===== config.mk =====
export PLATFORM = sky130hd
export DESIGN_NAME = memReclaimRemap
export DESIGN_NICKNAME = d
export VERILOG_FILES = /design/src/rtl/memReclaimPkg.sv /design/src/rtl/memReclaimCtrl.sv /design/src/rtl/memReclaimDatapath.sv /design/src/rtl/memReclaimRemap.sv
export SDC_FILE = /design/constraint.sdc
export NUM_CORES = 1
export LEC_CHECK = 0
export ABC_AREA = 1
export BUFFER_PORTS_ARGS = -buffer_cell sky130_fd_sc_hd__buf_2
export CAP_MARGIN = 30
export CORE_MARGIN = 2
export CORE_UTILIZATION = 55
export CTS_CLUSTER_DIAMETER = 200
export DETAILED_ROUTE_END_ITERATION = 8
export GPL_TIMING_DRIVEN = 1
export HOLD_SLACK_MARGIN = 0.05
export PLACE_DENSITY = 0.77
export SLEW_MARGIN = 20
export SYNTH_ARGS = -nofsm -noshare
export SYNTH_HDL_FRONTEND = slang
export SYNTH_SLANG_ARGS = --single-unit

===== constraint.sdc =====
create_clock -name clk -period 11.7 [get_ports clk]
set_input_delay 1.755 -clock clk [delete_from_list [all_inputs] [get_ports clk]]
set_output_delay 1.755 -clock clk [all_outputs]
set_load 0.1 [all_outputs]

===== src/rtl/memReclaimPkg.sv =====
package memReclaimPkg;
  typedef enum logic [2:0] {
    TGT_DRAM  = 3'b001,
    TGT_IO    = 3'b010,
    TGT_UNMAP = 3'b100
  } target_e;

  typedef struct packed {
    logic capture;
    logic xlateOk;
  } ctrlStrobe_t;

  localparam logic [2:0] SEL_TOLM   = 3'd0;
  localparam logic [2:0] SEL_TOPMEM = 3'd1;
  localparam logic [2:0] SEL_BASE   = 3'd2;
  localparam logic [2:0] SEL_LIMIT  = 3'd3;
  localparam logic [2:0] SEL_EN     = 3'd4;
endpackage


===== src/rtl/memReclaimCtrl.sv =====
module memReclaimCtrl
  import memReclaimPkg::*;
#(
  parameter int BLK_W      = 16,
  parameter int ALIGN_BITS = 6,
  parameter logic [BLK_W-1:0] RST_TOLM   = 16'h0C00,
  parameter logic [BLK_W-1:0] RST_TOPMEM = 16'h1000,
  parameter logic [BLK_W-1:0] RST_BASE   = 16'h1000,
  parameter logic [BLK_W-1:0] RST_LIMIT  = 16'h13FF
) (
  input  logic             clk,
  input  logic             rstN,
  input  logic             cfgWe,
  input  logic [2:0]       cfgSel,
  input  logic [BLK_W-1:0] cfgData,
  input  logic             reqValid,
  output logic             reqReady,
  output logic [BLK_W-1:0] tolmQ,
  output logic [BLK_W-1:0] topMemQ,
  output logic [BLK_W-1:0] baseQ,
  output logic [BLK_W-1:0] limitQ,
  output logic             enQ,
  output logic             cfgErr,
  output ctrlStrobe_t      strobe
);
  logic misaligned;
  logic inverted;

  always_ff @(posedge clk) begin
    if (!rstN) begin
      tolmQ   <= RST_TOLM;
      topMemQ <= RST_TOPMEM;
      baseQ   <= RST_BASE;
      limitQ  <= RST_LIMIT;
      enQ     <= 1'b0;
    end else if (cfgWe) begin
      case (cfgSel)
        SEL_TOLM:   tolmQ   <= cfgData;
        SEL_TOPMEM: topMemQ <= cfgData;
        SEL_BASE:   baseQ   <= cfgData;
        SEL_LIMIT:  limitQ  <= cfgData;
        SEL_EN:     enQ     <= cfgData[0];
        default: ;
      endcase
    end
  end

  always_comb begin
    misaligned     = enQ && (|tolmQ[ALIGN_BITS-1:0]);
    inverted       = baseQ > limitQ;
    cfgErr         = misaligned || inverted;
    reqReady       = !cfgWe;
    strobe.capture = reqValid && !cfgWe;
    strobe.xlateOk = enQ && !cfgErr;
  end
endmodule


===== src/rtl/memReclaimDatapath.sv =====
module memReclaimDatapath
  import memReclaimPkg::*;
#(
  parameter int ADDR_W   = 36,
  parameter int GRAN_LSB = 20
) (
  input  logic                        clk,
  input  logic                        rstN,
  input  ctrlStrobe_t                 strobe,
  input  logic [ADDR_W-1:0]           reqAddr,
  input  logic [ADDR_W-GRAN_LSB-1:0]  tolm,
  input  logic [ADDR_W-GRAN_LSB-1:0]  topMem,
  input  logic [ADDR_W-GRAN_LSB-1:0]  base,
  input  logic [ADDR_W-GRAN_LSB-1:0]  limit,
  input  logic                        en,
  output logic                        rspValid,
  output logic [2:0]                  rspTarget,
  output logic [ADDR_W-1:0]           rspAddr
);
  localparam int BLK_W = ADDR_W - GRAN_LSB;
  localparam int FOUR_G_SHIFT = 32 - GRAN_LSB;
  localparam logic [BLK_W-1:0] FOUR_G_BLK = {{(BLK_W-1){1'b0}}, 1'b1} << FOUR_G_SHIFT;

  logic [BLK_W-1:0]    blk;
  logic [BLK_W-1:0]    offset;
  logic [BLK_W:0]      foldSum;
  logic                inWin;
  logic                fits;
  target_e             nextTgt;
  logic [ADDR_W-1:0]   nextAddr;

  always_comb begin
    blk      = reqAddr[ADDR_W-1:GRAN_LSB];
    inWin    = (blk >= base) && (blk <= limit);
    offset   = blk - base;
    foldSum  = {1'b0, tolm} + {1'b0, offset};
    fits     = foldSum < {1'b0, FOUR_G_BLK};
    nextAddr = reqAddr;
    if (blk < tolm) begin
      nextTgt = TGT_DRAM;
    end else if (blk < FOUR_G_BLK) begin
      nextTgt = TGT_IO;
    end else if (en && inWin) begin
      if (strobe.xlateOk && fits) begin
        nextTgt  = TGT_DRAM;
        nextAddr = {foldSum[BLK_W-1:0], reqAddr[GRAN_LSB-1:0]};
      end else begin
        nextTgt = TGT_UNMAP;
      end
    end else if (blk < topMem) begin
      nextTgt = TGT_DRAM;
    end else begin
      nextTgt = TGT_UNMAP;
    end
  end

  always_ff @(posedge clk) begin
    if (!rstN) begin
      rspValid  <= 1'b0;
      rspTarget <= '0;
      rspAddr   <= '0;
    end else begin
      rspValid <= strobe.capture;
      if (strobe.capture) begin
        rspTarget <= nextTgt;
        rspAddr   <= nextAddr;
      end
    end
  end
endmodule


===== src/rtl/memReclaimRemap.sv =====
module memReclaimRemap
  import memReclaimPkg::*;
#(
  parameter int ADDR_W     = 36,
  parameter int GRAN_LSB   = 20,
  parameter int ALIGN_LSB  = 26,
  parameter int BLK_W      = ADDR_W - GRAN_LSB
) (
  input  logic              clk,
  input  logic              rstN,
  input  logic              cfgWe,
  input  logic [2:0]        cfgSel,
  input  logic [BLK_W-1:0]  cfgData,
  input  logic              reqValid,
  output logic              reqReady,
  input  logic [ADDR_W-1:0] reqAddr,
  output logic              rspValid,
  output logic [2:0]        rspTarget,
  output logic [ADDR_W-1:0] rspAddr,
  output logic              cfgErr
);
  localparam int ALIGN_BITS = ALIGN_LSB - GRAN_LSB;

  logic [BLK_W-1:0] tolmQ;
  logic [BLK_W-1:0] topMemQ;
  logic [BLK_W-1:0] baseQ;
  logic [BLK_W-1:0] limitQ;
  logic             enQ;
  ctrlStrobe_t      strobe;

  memReclaimCtrl #(
    .BLK_W(BLK_W), .ALIGN_BITS(ALIGN_BITS)
  ) u_ctrl (
    .clk(clk), .rstN(rstN), .cfgWe(cfgWe), .cfgSel(cfgSel), .cfgData(cfgData),
    .reqValid(reqValid), .reqReady(reqReady),
    .tolmQ(tolmQ), .topMemQ(topMemQ), .baseQ(baseQ), .limitQ(limitQ), .enQ(enQ),
    .cfgErr(cfgErr), .strobe(strobe)
  );

  memReclaimDatapath #(
    .ADDR_W(ADDR_W), .GRAN_LSB(GRAN_LSB)
  ) u_dp (
    .clk(clk), .rstN(rstN), .strobe(strobe), .reqAddr(reqAddr),
    .tolm(tolmQ), .topMem(topMemQ), .base(baseQ), .limit(limitQ), .en(enQ),
    .rspValid(rspValid), .rspTarget(rspTarget), .rspAddr(rspAddr)
  );
endmodule


== Yosys cells after proc, flatten, opt, wreduce, memory -nomap -nowiden ==
Cells that the tools add are included.

* $add $sub $neg: 2
* Order comparisons: 7
* Equal/unequal tests: 4
* Mux-type cells: 9
* Reductions and logical operators: 16

{| class="wikitable"
|+ Operator list
! operator !! count
|-
| $mux W36 || 4
|-
| $lt A16 B16 Y1 || 2
|-
| $add A16 B16 Y17 || 1
|-
| $lt A17 B13 Y1 const B || 1
|-
| $ge A16 B16 Y1 || 1
|-
| $gt A16 B16 Y1 || 1
|-
| $le A16 B16 Y1 || 1
|-
| $lt A16 B13 Y1 const B || 1
|-
| $sub A16 B16 Y16 || 1
|-
| $mux W3 || 5
|-
| $reduce_and A2 Y1 || 5
|-
| $eq A3 B2 Y1 const B || 2
|-
| $logic_and A1 B1 Y1 || 6
|-
| $reduce_or A6 Y1 || 1
|-
| $eq A3 B1 Y1 const B || 1
|-
| $eq A3 B3 Y1 const B || 1
|-
| $logic_not A3 Y1 || 1
|-
| $logic_not A1 Y1 || 2
|-
| $logic_or A1 B1 Y1 || 1
|}

* Register bits after elaboration: 105
* Input bits: 59
* Output and inout bits: 42
* Word-level logic and storage cells: 46

== Longest topological paths before layout ==
Gate-level depths: netlist of the first run.

* Word-level depth: 10
* Depth in mapped cells: 30
* Depth with buffers taken out: 30

== Hierarchy ==
Synthesis of the first run repeated with hierarchy kept, for this count alone.

* Cell total of the unflattened synthesis: 1029
* Area, all modules: 7221.9 um^2

{| class="wikitable"
|+ Modules (own cells, without submodules)
! module !! times used !! cells each !! area an instance (um^2) !! seq. area each (um^2)
|-
| memReclaimDatapath || 1 || 674 || 4478.0 || 800.8
|-
| memReclaimCtrl || 1 || 355 || 2743.9 || 1301.2
|}

== Least setup slack after synthesis of the first run ==
OpenSTA, ideal clock, no wires.

* Path type: input-to-reg
* From: input reqAddr[22]
* To: register u_dp.rspAddr[25]
* Library setup time: 0.132 ns
* Data arrival time: 4.934 ns
* Required time: 11.568 ns
* Setup slack: 6.633 ns
* Cell stages on the path: 27
* Path buffers: 1
* Cell sequence: ha_1 > inv_1 > nor4_1 > nor2_1 > o21ai_1 > a21boi_0 > o21ai_1 > nand3_1 > nand2_1 > xnor2_1 > inv_1 > ha_1 > nand2_1 > inv_1 > nand2_1 > inv_1 > a21oi_1 > nand2_1 > nand2_1 > nand2_1 > nor2_1 > nand3_1 > nor2_4 > buf_2 > nand4_1 > nand3_1 > a21oi_1

* Word-level cells in the longest chain between the ends: 8
* Elaborated cells on any way between the ends: 14
* Those cells by class: 2 x add/sub; 5 x order compare; 4 x mux; 3 x reduce/logical

{| class="wikitable"
|+ Ends and longest elaborated chain
! item !! RTL line !! source
|-
| start: declaration || memReclaimRemap.sv:16 || <nowiki>input logic [ADDR_W-1:0] reqAddr,</nowiki>
|-
| $sub A16 B16 Y16 || memReclaimDatapath.sv:35 || <nowiki>offset = blk - base;</nowiki>
|-
| $add A16 B16 Y17 || memReclaimDatapath.sv:36 || <nowiki>foldSum = {1'b0, tolm} + {1'b0, offset};</nowiki>
|-
| $lt A17 B13 Y1 || memReclaimDatapath.sv:37 || <nowiki>fits = foldSum < {1'b0, FOUR_G_BLK};</nowiki>
|-
| $logic_and A1 B1 Y1 || memReclaimDatapath.sv:44 || <nowiki>if (strobe.xlateOk && fits) begin</nowiki>
|-
| $mux W36 || memReclaimDatapath.sv:44 ||
|-
| $mux W36 || memReclaimDatapath.sv:43 || <nowiki>end else if (en && inWin) begin</nowiki>
|-
| $mux W36 || memReclaimDatapath.sv:41 || <nowiki>end else if (blk < FOUR_G_BLK) begin</nowiki>
|-
| $mux W36 (*) || memReclaimDatapath.sv:39 || <nowiki>if (blk < tolm) begin</nowiki>
|-
| end signal: assignment || memReclaimDatapath.sv:66 || <nowiki>rspAddr <= nextAddr;</nowiki>
|-
| end: declaration || memReclaimDatapath.sv:18 || <nowiki>output logic [ADDR_W-1:0] rspAddr</nowiki>
|}

Every way passes the cells marked *; elsewhere a longest branch is shown, timed or not.
A chain may end at the register's enable or synchronous reset.

== Worst setup path in the final report of the first run ==
* From: input reqAddr[22]
* To: register u_dp.rspAddr[21]

The elaborated chain is that of the path after synthesis.

==> qor.csv, run 1 <==
stage;metric;value;unit
run_status;status;finished clean;
clock_tree;cts_resized;0;
route;routedWlPerCell;14.4;µm
synth;yosys_register_bits;105;
floorplan;core;12500;µm²
synth;ys_warn_count;0;
timing;worstMarginPinSlew;0.856;ns
floorplan;ios;101;
power;p_seq_share;39.0;%
critical_path;r2r-end;u_dp.rspAddr[21];
critical_path;regToRegStartpoint;u_ctrl.baseQ[1];
final_layout;final_nets;1234;
timing;finalSetupViolations;0;
power;clkPwrFrac;31.4;%
clock_tree;cts_made_buffers;9;
clock_tree;clock_path_buffers;2;
synth;ys_types;39;
route;vias;6636;
synth;syn_area;6970;µm²
timing;slew_headroom;42.9;%
grt;grt_usage;27.6;%
place;io_buffer_count;100;
floorplan;die_area;13600;µm²
clock_tree;cts_tree;done;
synth;yosys_most_used_dff;dfxtp_1;
power;power_leakage;0.00393;µW
timing;tns;0;ns
worst_hold_path;min_path_cells;2;
timing;period_minus_slack;5.56;ns
critical_path;cpMaxStageDelayCell;ha_1;
critical_path;end_kind;register;
synth;synth_cells;996;
route;drt-total-wl;18100;µm
synth;synth_top_area_share;30.2;%
grt;grt_overflow_total;0;
critical_path;max_stage_delay;0.36;ns
final_layout;final_common_cell;nand2_1;
critical_path;crit_path_start_kind;input pin;
place;place_area;7590;µm²
worst_hold_path;hp-start;u_ctrl.topMemQ[14];
clock_tree;postCtsSetupBuffers;0;
final_layout;diodes;0;
place;hpwl;14100;µm
timing;skew;0.00899;ns
grt;grt_pass1_wl;29000;µm
route;first_pass_iters;5;
power;ir_drop;0.107;mV
final_layout;stdcell_count;1254;
power;power_switching;351;µW
route;route.detailed.drc;0;
critical_path;worst_ep_required_time;11.98;ns
place;gp_congestion;0.923;
critical_path;crit_path_max_fanout;16;
power;pwr_density_cell;124;nW/µm²
floorplan;fp.dieW;117;µm
power;switching_share;36.0;%
floorplan;rows;41;
synth;async_flop_share;0;%
final_layout;drive_gt1_share;11.6;%
final_layout;syn_to_final_growth;13.1;%
worst_hold_path;min_path_type;register to register;
worst_hold_path;hold_end;u_ctrl.topMemQ[14];
clock_tree;cts.sinks;105;
synth;synth_top_area_cell;dfxtp_1;
critical_path;r2r_slack;7.23;ns
timing;clock.fmax;180;MHz
power;power.internal;625;µW
grt;grt_max_degree;77;
grt;antenna_found_initial;0;
route;dr.first_iter.drc_count;386;
place;dp_cells;1239;
final_layout;design_area;7880;µm²
floorplan;die_h;117;µm
synth;synth_edf_count;0;
critical_path;crit_buf_inv;5;
critical_path;cpMostUsedCell;nand2_1;
clock_tree;cts_max_level;3;
critical_path;path_class;input pin to register;
final_layout;mostFrequentLayoutCells;nand2_1, inv_1, a21oi_1;
synth;syn-num-nets;1152;
final_layout;fill_cells;1217;
floorplan;initial_core_util;55.7;%
power;combPwrFrac;29.5;%
timing;min_period_over_period;47.6;%
route;viasPerCell;5.29;
synth;synthTopCellsByArea;dfxtp_1, ha_1, nand2_1, a21oi_1, inv_1;
synth;ys_seq_area_share;30.2;%
synth;synth.avg_cell_area;7.00;µm²
timing;rsz0062_at_grt;false;
clock_tree;cts_hold_buffers;0;
critical_path;crit_family;simple AND/OR/NAND/NOR gates;
clock_tree;insertion_delay;0.36;ns
grt;grt_pass1_vias;6052;
critical_path;reg2reg_depth;28;
timing;slew_viol_final;0;
clock_tree;clk_pin_slew;0.07;ns
route;ant_nets;0;
timing;finalHoldViolations;0;
clock_tree;clockRootBuffer;clkbuf_16;
flow_run;maxCapViolCount;0;
critical_path;worst_ep_arrival_time;5.85;ns
how the worst max path moves through the flow:
| stage | from | slack (ns) | end | depth (start not counted) |
|---|---|---|---|---|
| 4_1_cts | reqAddr[22] | 6.12 | u_dp.rspAddr[21] | 28 |
| 5_1_grt | reqAddr[24] | 5.64 | u_dp.rspAddr[29] | 28 |
| 2_1_floorplan | reqAddr[22] | 6.63 | u_dp.rspAddr[25] | 27 |
| 3_5_place_dp | reqAddr[22] | 5.78 | u_dp.rspAddr[21] | 28 |
| 6_report | reqAddr[22] | 6.14 | u_dp.rspAddr[21] | 28 |
| 3_3_place_gp | reqAddr[22] | 5.90 | u_dp.rspAddr[31] | 28 |
cell type report:
class	count	area [µm²]	share of cell area (%)
clock buffers	9	225	2.86
clock inverters	6	65.1	0.826
inverters	147	552	7.00
multi-input cells	711	4180	53.1
flip-flops and latches	105	2100	26.7
well taps	172	215	2.73
repair buffers	104	538	6.83
cell families (layout without fill, tap and decap cells):
| kind of cell | count (synthesis) | in the layout | share of synthesized area (%) |
|---|---|---|---|
| xor+xnor | 24 | 24 | 3.02 |
| compound gates | 248 | 248 | 18.6 |
| simple gates | 342 | 342 | 20.7 |
| flops | 105 | 105 | 30.2 |
| fa+ha+maj | 97 | 97 | 17.6 |
| buf+inv | 180 | 266 | 9.84 |
registers in the layout (all words and copies together), names as in the netlist:
| register | cells |
|---|---|
| u_ctrl.topMemQ | 16 |
| u_ctrl.tolmQ | 16 |
| u_ctrl.enQ | 1 |
| u_dp.rspAddr | 36 |
| u_ctrl.limitQ | 16 |
| u_dp.rspValid | 1 |
| u_ctrl.baseQ | 16 |
| u_dp.rspTarget | 3 |
worst reg2reg max path: cells and delay by family (launching register included):
kind	cells	cell delay, ns
XOR/XNOR	1	0.11
AND/OR/NAND/NOR	15	1.94
AO/OA/AOI/OAI	5	1.01
adder cells (fa/ha/maj)	2	0.61
buffers and inverters	5	0.29
flip-flops	1	0.44
power groups by stage:
stage	Combinational, µW	Sequential, µW	Clock, µW
after detailed placement	285	389	0
after CTS	286	381	311
after floorplan	164	443	0
after global placement	282	389	0
final	288	381	307
after global routing	322	382	325
synthesized netlist by cell type (2+ instances only):
cell,instances
o21bai_1,3
nor4_1,4
xnor2_1,13
a21o_1,3
buf_2,2
ha_1,95
xor2_1,11
dfxtp_1,105
a31oi_1,5
clkbuf_1,28
o21a_1,3
inv_1,145
and3_1,2
buf_1,2
a21oi_1,129
o21ai_1,2
fa_1,2
nand3_1,42
o21ai_0,93
nand4_1,21
nor3_1,5
nand2_1,187
nor2_1,74
o211ai_1,5
per-stage QoR:
step                      hold WS, ns  power (µW)  util [%]  setup WS, ns
after global routing            0.484        1030      62.9          5.64
after global placement          0.445         670      60.5          5.90
after floorplan                 0.424         607         -          6.63
after detailed placement        0.452         674      60.6          5.78
final                           0.458         975      62.9          6.14
after CTS                       0.463         978      62.9          6.12
per-layer routing:
metal | GRT usage (%) | wire length, µm
met1 | 38.4 | 8790
met2 | 44.2 | 8070
met3 | 5.81 | 952
met4 | 6.43 | 263
met5 | 0 | 0
(Power assumes the default switching activity.)
==> inputs of run 2 (changes only) <==
clock period = 5.84 ns   (was 11.7 ns; I/O delays follow)
==> run 2 against run 1 <==
Total power grew 100%. Utilization grew 0.12 points. First-iteration DRC count grew 16%. Die area is the same. Critical path depth is the same. Routed wire length is essentially flat. Critical endpoint is now u_dp.rspAddr[24].
==> qor.csv, run 2 (synthesis results as in run 1) <==
stage;metric;value;unit
clock_tree;clk_pin_slew;0.07;ns
timing;slew_headroom;43.2;%
grt;grt_usage;27.4;%
grt;antenna_found_initial;0;
final_layout;largest_register_ffs;36;
timing;worstMarginPinSlew;0.852;ns
floorplan;die_h;117;µm
timing;finalSetupViolations;0;
route;first_pass_iters;7;
route;drt-total-wl;18100;µm
final_layout;mostFrequentLayoutCells;nand2_1, inv_1, a21oi_1;
clock_tree;cts_made_buffers;9;
timing;tns;0;ns
power;combPwrFrac;29.3;%
final_layout;final_common_cell;nand2_1;
worst_hold_path;min_path_type;register to register;
timing;min_period_over_period;79.2;%
critical_path;worst_ep_arrival_time;4.92;ns
power;clkPwrFrac;32.0;%
route;route.detailed.drc;0;
flow_run;maxCapViolCount;0;
critical_path;crit_path_max_fanout;16;
route;viasPerCell;5.31;
final_layout;drive_gt1_share;11.6;%
final_layout;syn_to_final_growth;13.3;%
clock_tree;cts_tree;done;
grt;grt_overflow_total;0;
clock_tree;clockRootBuffer;clkbuf_16;
floorplan;core;12500;µm²
worst_hold_path;hp-start;u_ctrl.topMemQ[10];
route;routedWlPerCell;14.4;µm
critical_path;path_class;input pin to register;
timing;rsz0062_at_grt;false;
timing;slew_viol_final;0;
critical_path;crit_path_start_kind;input pin;
clock_tree;postCtsSetupBuffers;0;
grt;grt_pass1_vias;5970;
critical_path;reg2reg_depth;28;
clock_tree;cts_resized;0;
power;power.internal;1260;µW
final_layout;diodes;0;
route;dr.first_iter.drc_count;446;
clock_tree;clock_path_buffers;2;
power;power_switching;713;µW
place;place_area;7590;µm²
power;p_seq_share;38.7;%
timing;finalHoldViolations;0;
critical_path;r2r_slack;1.44;ns
worst_hold_path;min_path_cells;2;
floorplan;ios;101;
timing;period_minus_slack;4.62;ns
power;power_leakage;0.00393;µW
clock_tree;insertion_delay;0.36;ns
final_layout;final_nets;1234;
clock_tree;cts_hold_buffers;0;
floorplan;rows;41;
power;switching_share;36.1;%
clock_tree;cts_max_level;3;
place;gp_congestion;0.917;
place;hpwl;14000;µm
final_layout;fill_cells;1205;
critical_path;worst_ep_required_time;6.14;ns
critical_path;r2r-end;u_dp.rspAddr[24];
run_status;status;finished clean;
floorplan;initial_core_util;55.7;%
route;vias;6661;
timing;clock.fmax;216;MHz
power;ir_drop;0.237;mV
grt;grt_pass1_wl;28900;µm
route;ant_nets;0;
power;pwr_density_cell;250;nW/µm²
final_layout;top_register;u_dp.rspAddr;
final_layout;design_area;7890;µm²
floorplan;die_area;13600;µm²
grt;grt_max_degree;77;
timing;skew;0.00893;ns
place;io_buffer_count;100;
floorplan;fp.dieW;117;µm
critical_path;regToRegStartpoint;u_ctrl.baseQ[1];
critical_path;end_kind;register;
clock_tree;cts.sinks;105;
worst_hold_path;hold_end;u_ctrl.topMemQ[10];
-- run 2: changes by cell type in the layout (fill, tap and decap cells not counted), sizes merged --
cell	change
clkinv	-1
clkbuf	+1
clkinvlp	+1
-- run 2: layer usage --
metal  up-vias  routed length, µm  track usage (%)  part of all wire (%)
met5         -                  0                0                     0
met4         0                229             5.96                   1.3
met3        17               1060             4.98                   5.9
met2       166               8070             44.0                    45
met1      3022               8710             38.5                    48
li1       3456                  -                -                     -
-- run 2: metrics by stage --
stage	hold WS [ns]	total power, µW	worst slack, ns	utilization (%)	std cells
detailed placement	0.448	1350	0.840	60.6	1239
global route	0.472	2080	0.498	63.1	1255
global placement	0.446	1340	0.936	60.5	1238
floorplan	0.424	1220	1.65	-	996
finish	0.455	1970	1.22	63.1	1255
CTS	0.459	1980	1.22	63.1	1255
-- run 2: worst max path at each step --
| stage | endpoint | slack [ns] | start |
|---|---|---|---|
| after global placement | u_dp.rspAddr[31] | 0.94 | reqAddr[22] |
| after detailed placement | u_dp.rspAddr[24] | 0.84 | reqAddr[22] |
| after floorplan | u_dp.rspAddr[25] | 1.65 | reqAddr[22] |
| after CTS | u_dp.rspAddr[21] | 1.22 | reqAddr[22] |
| final | u_dp.rspAddr[24] | 1.22 | reqAddr[22] |
| after global routing | u_dp.rspAddr[25] | 0.50 | reqAddr[22] |
-- run 2: cell type report --
cell class,count,area [µm²],area share (%)
clock inverter,6,76.3,0.967
sequential,105,2100,26.6
timing repair buffer,104,538,6.82
multi-input combinational,711,4180,53.0
tap,172,215,2.73
inverter,147,552,6.99
clock buffer,10,229,2.90
-- run 2: power groups by stage --
stage	clock [µW]	combinational [µW]	sequential [µW]
floorplan	0	328	888
global placement	0	565	778
detailed placement	0	571	779
CTS	638	575	763
global route	669	645	766
finish	631	578	763
-- run 2: worst max-delay path, stage by stage --
cell,delay (ns)
buf_2,0.15
ha_1,0.36
inv_1,0.07
nor4_1,0.23
nor2_1,0.10
o21ai_1,0.25
a21boi_0,0.19
o21ai_1,0.22
nand3_1,0.09
nand2_1,0.08
xnor2_1,0.11
inv_1,0.06
ha_1,0.33
nand2_1,0.10
inv_1,0.05
nand2_1,0.08
inv_1,0.04
a21oi_1,0.18
nand2_1,0.07
nand2_1,0.06
nand2_1,0.04
nor2_1,0.09
nand3_1,0.12
nor2_4,0.31
nand3_2,0.29
nand2_1,0.15
nand3_1,0.08
a21oi_1,0.14
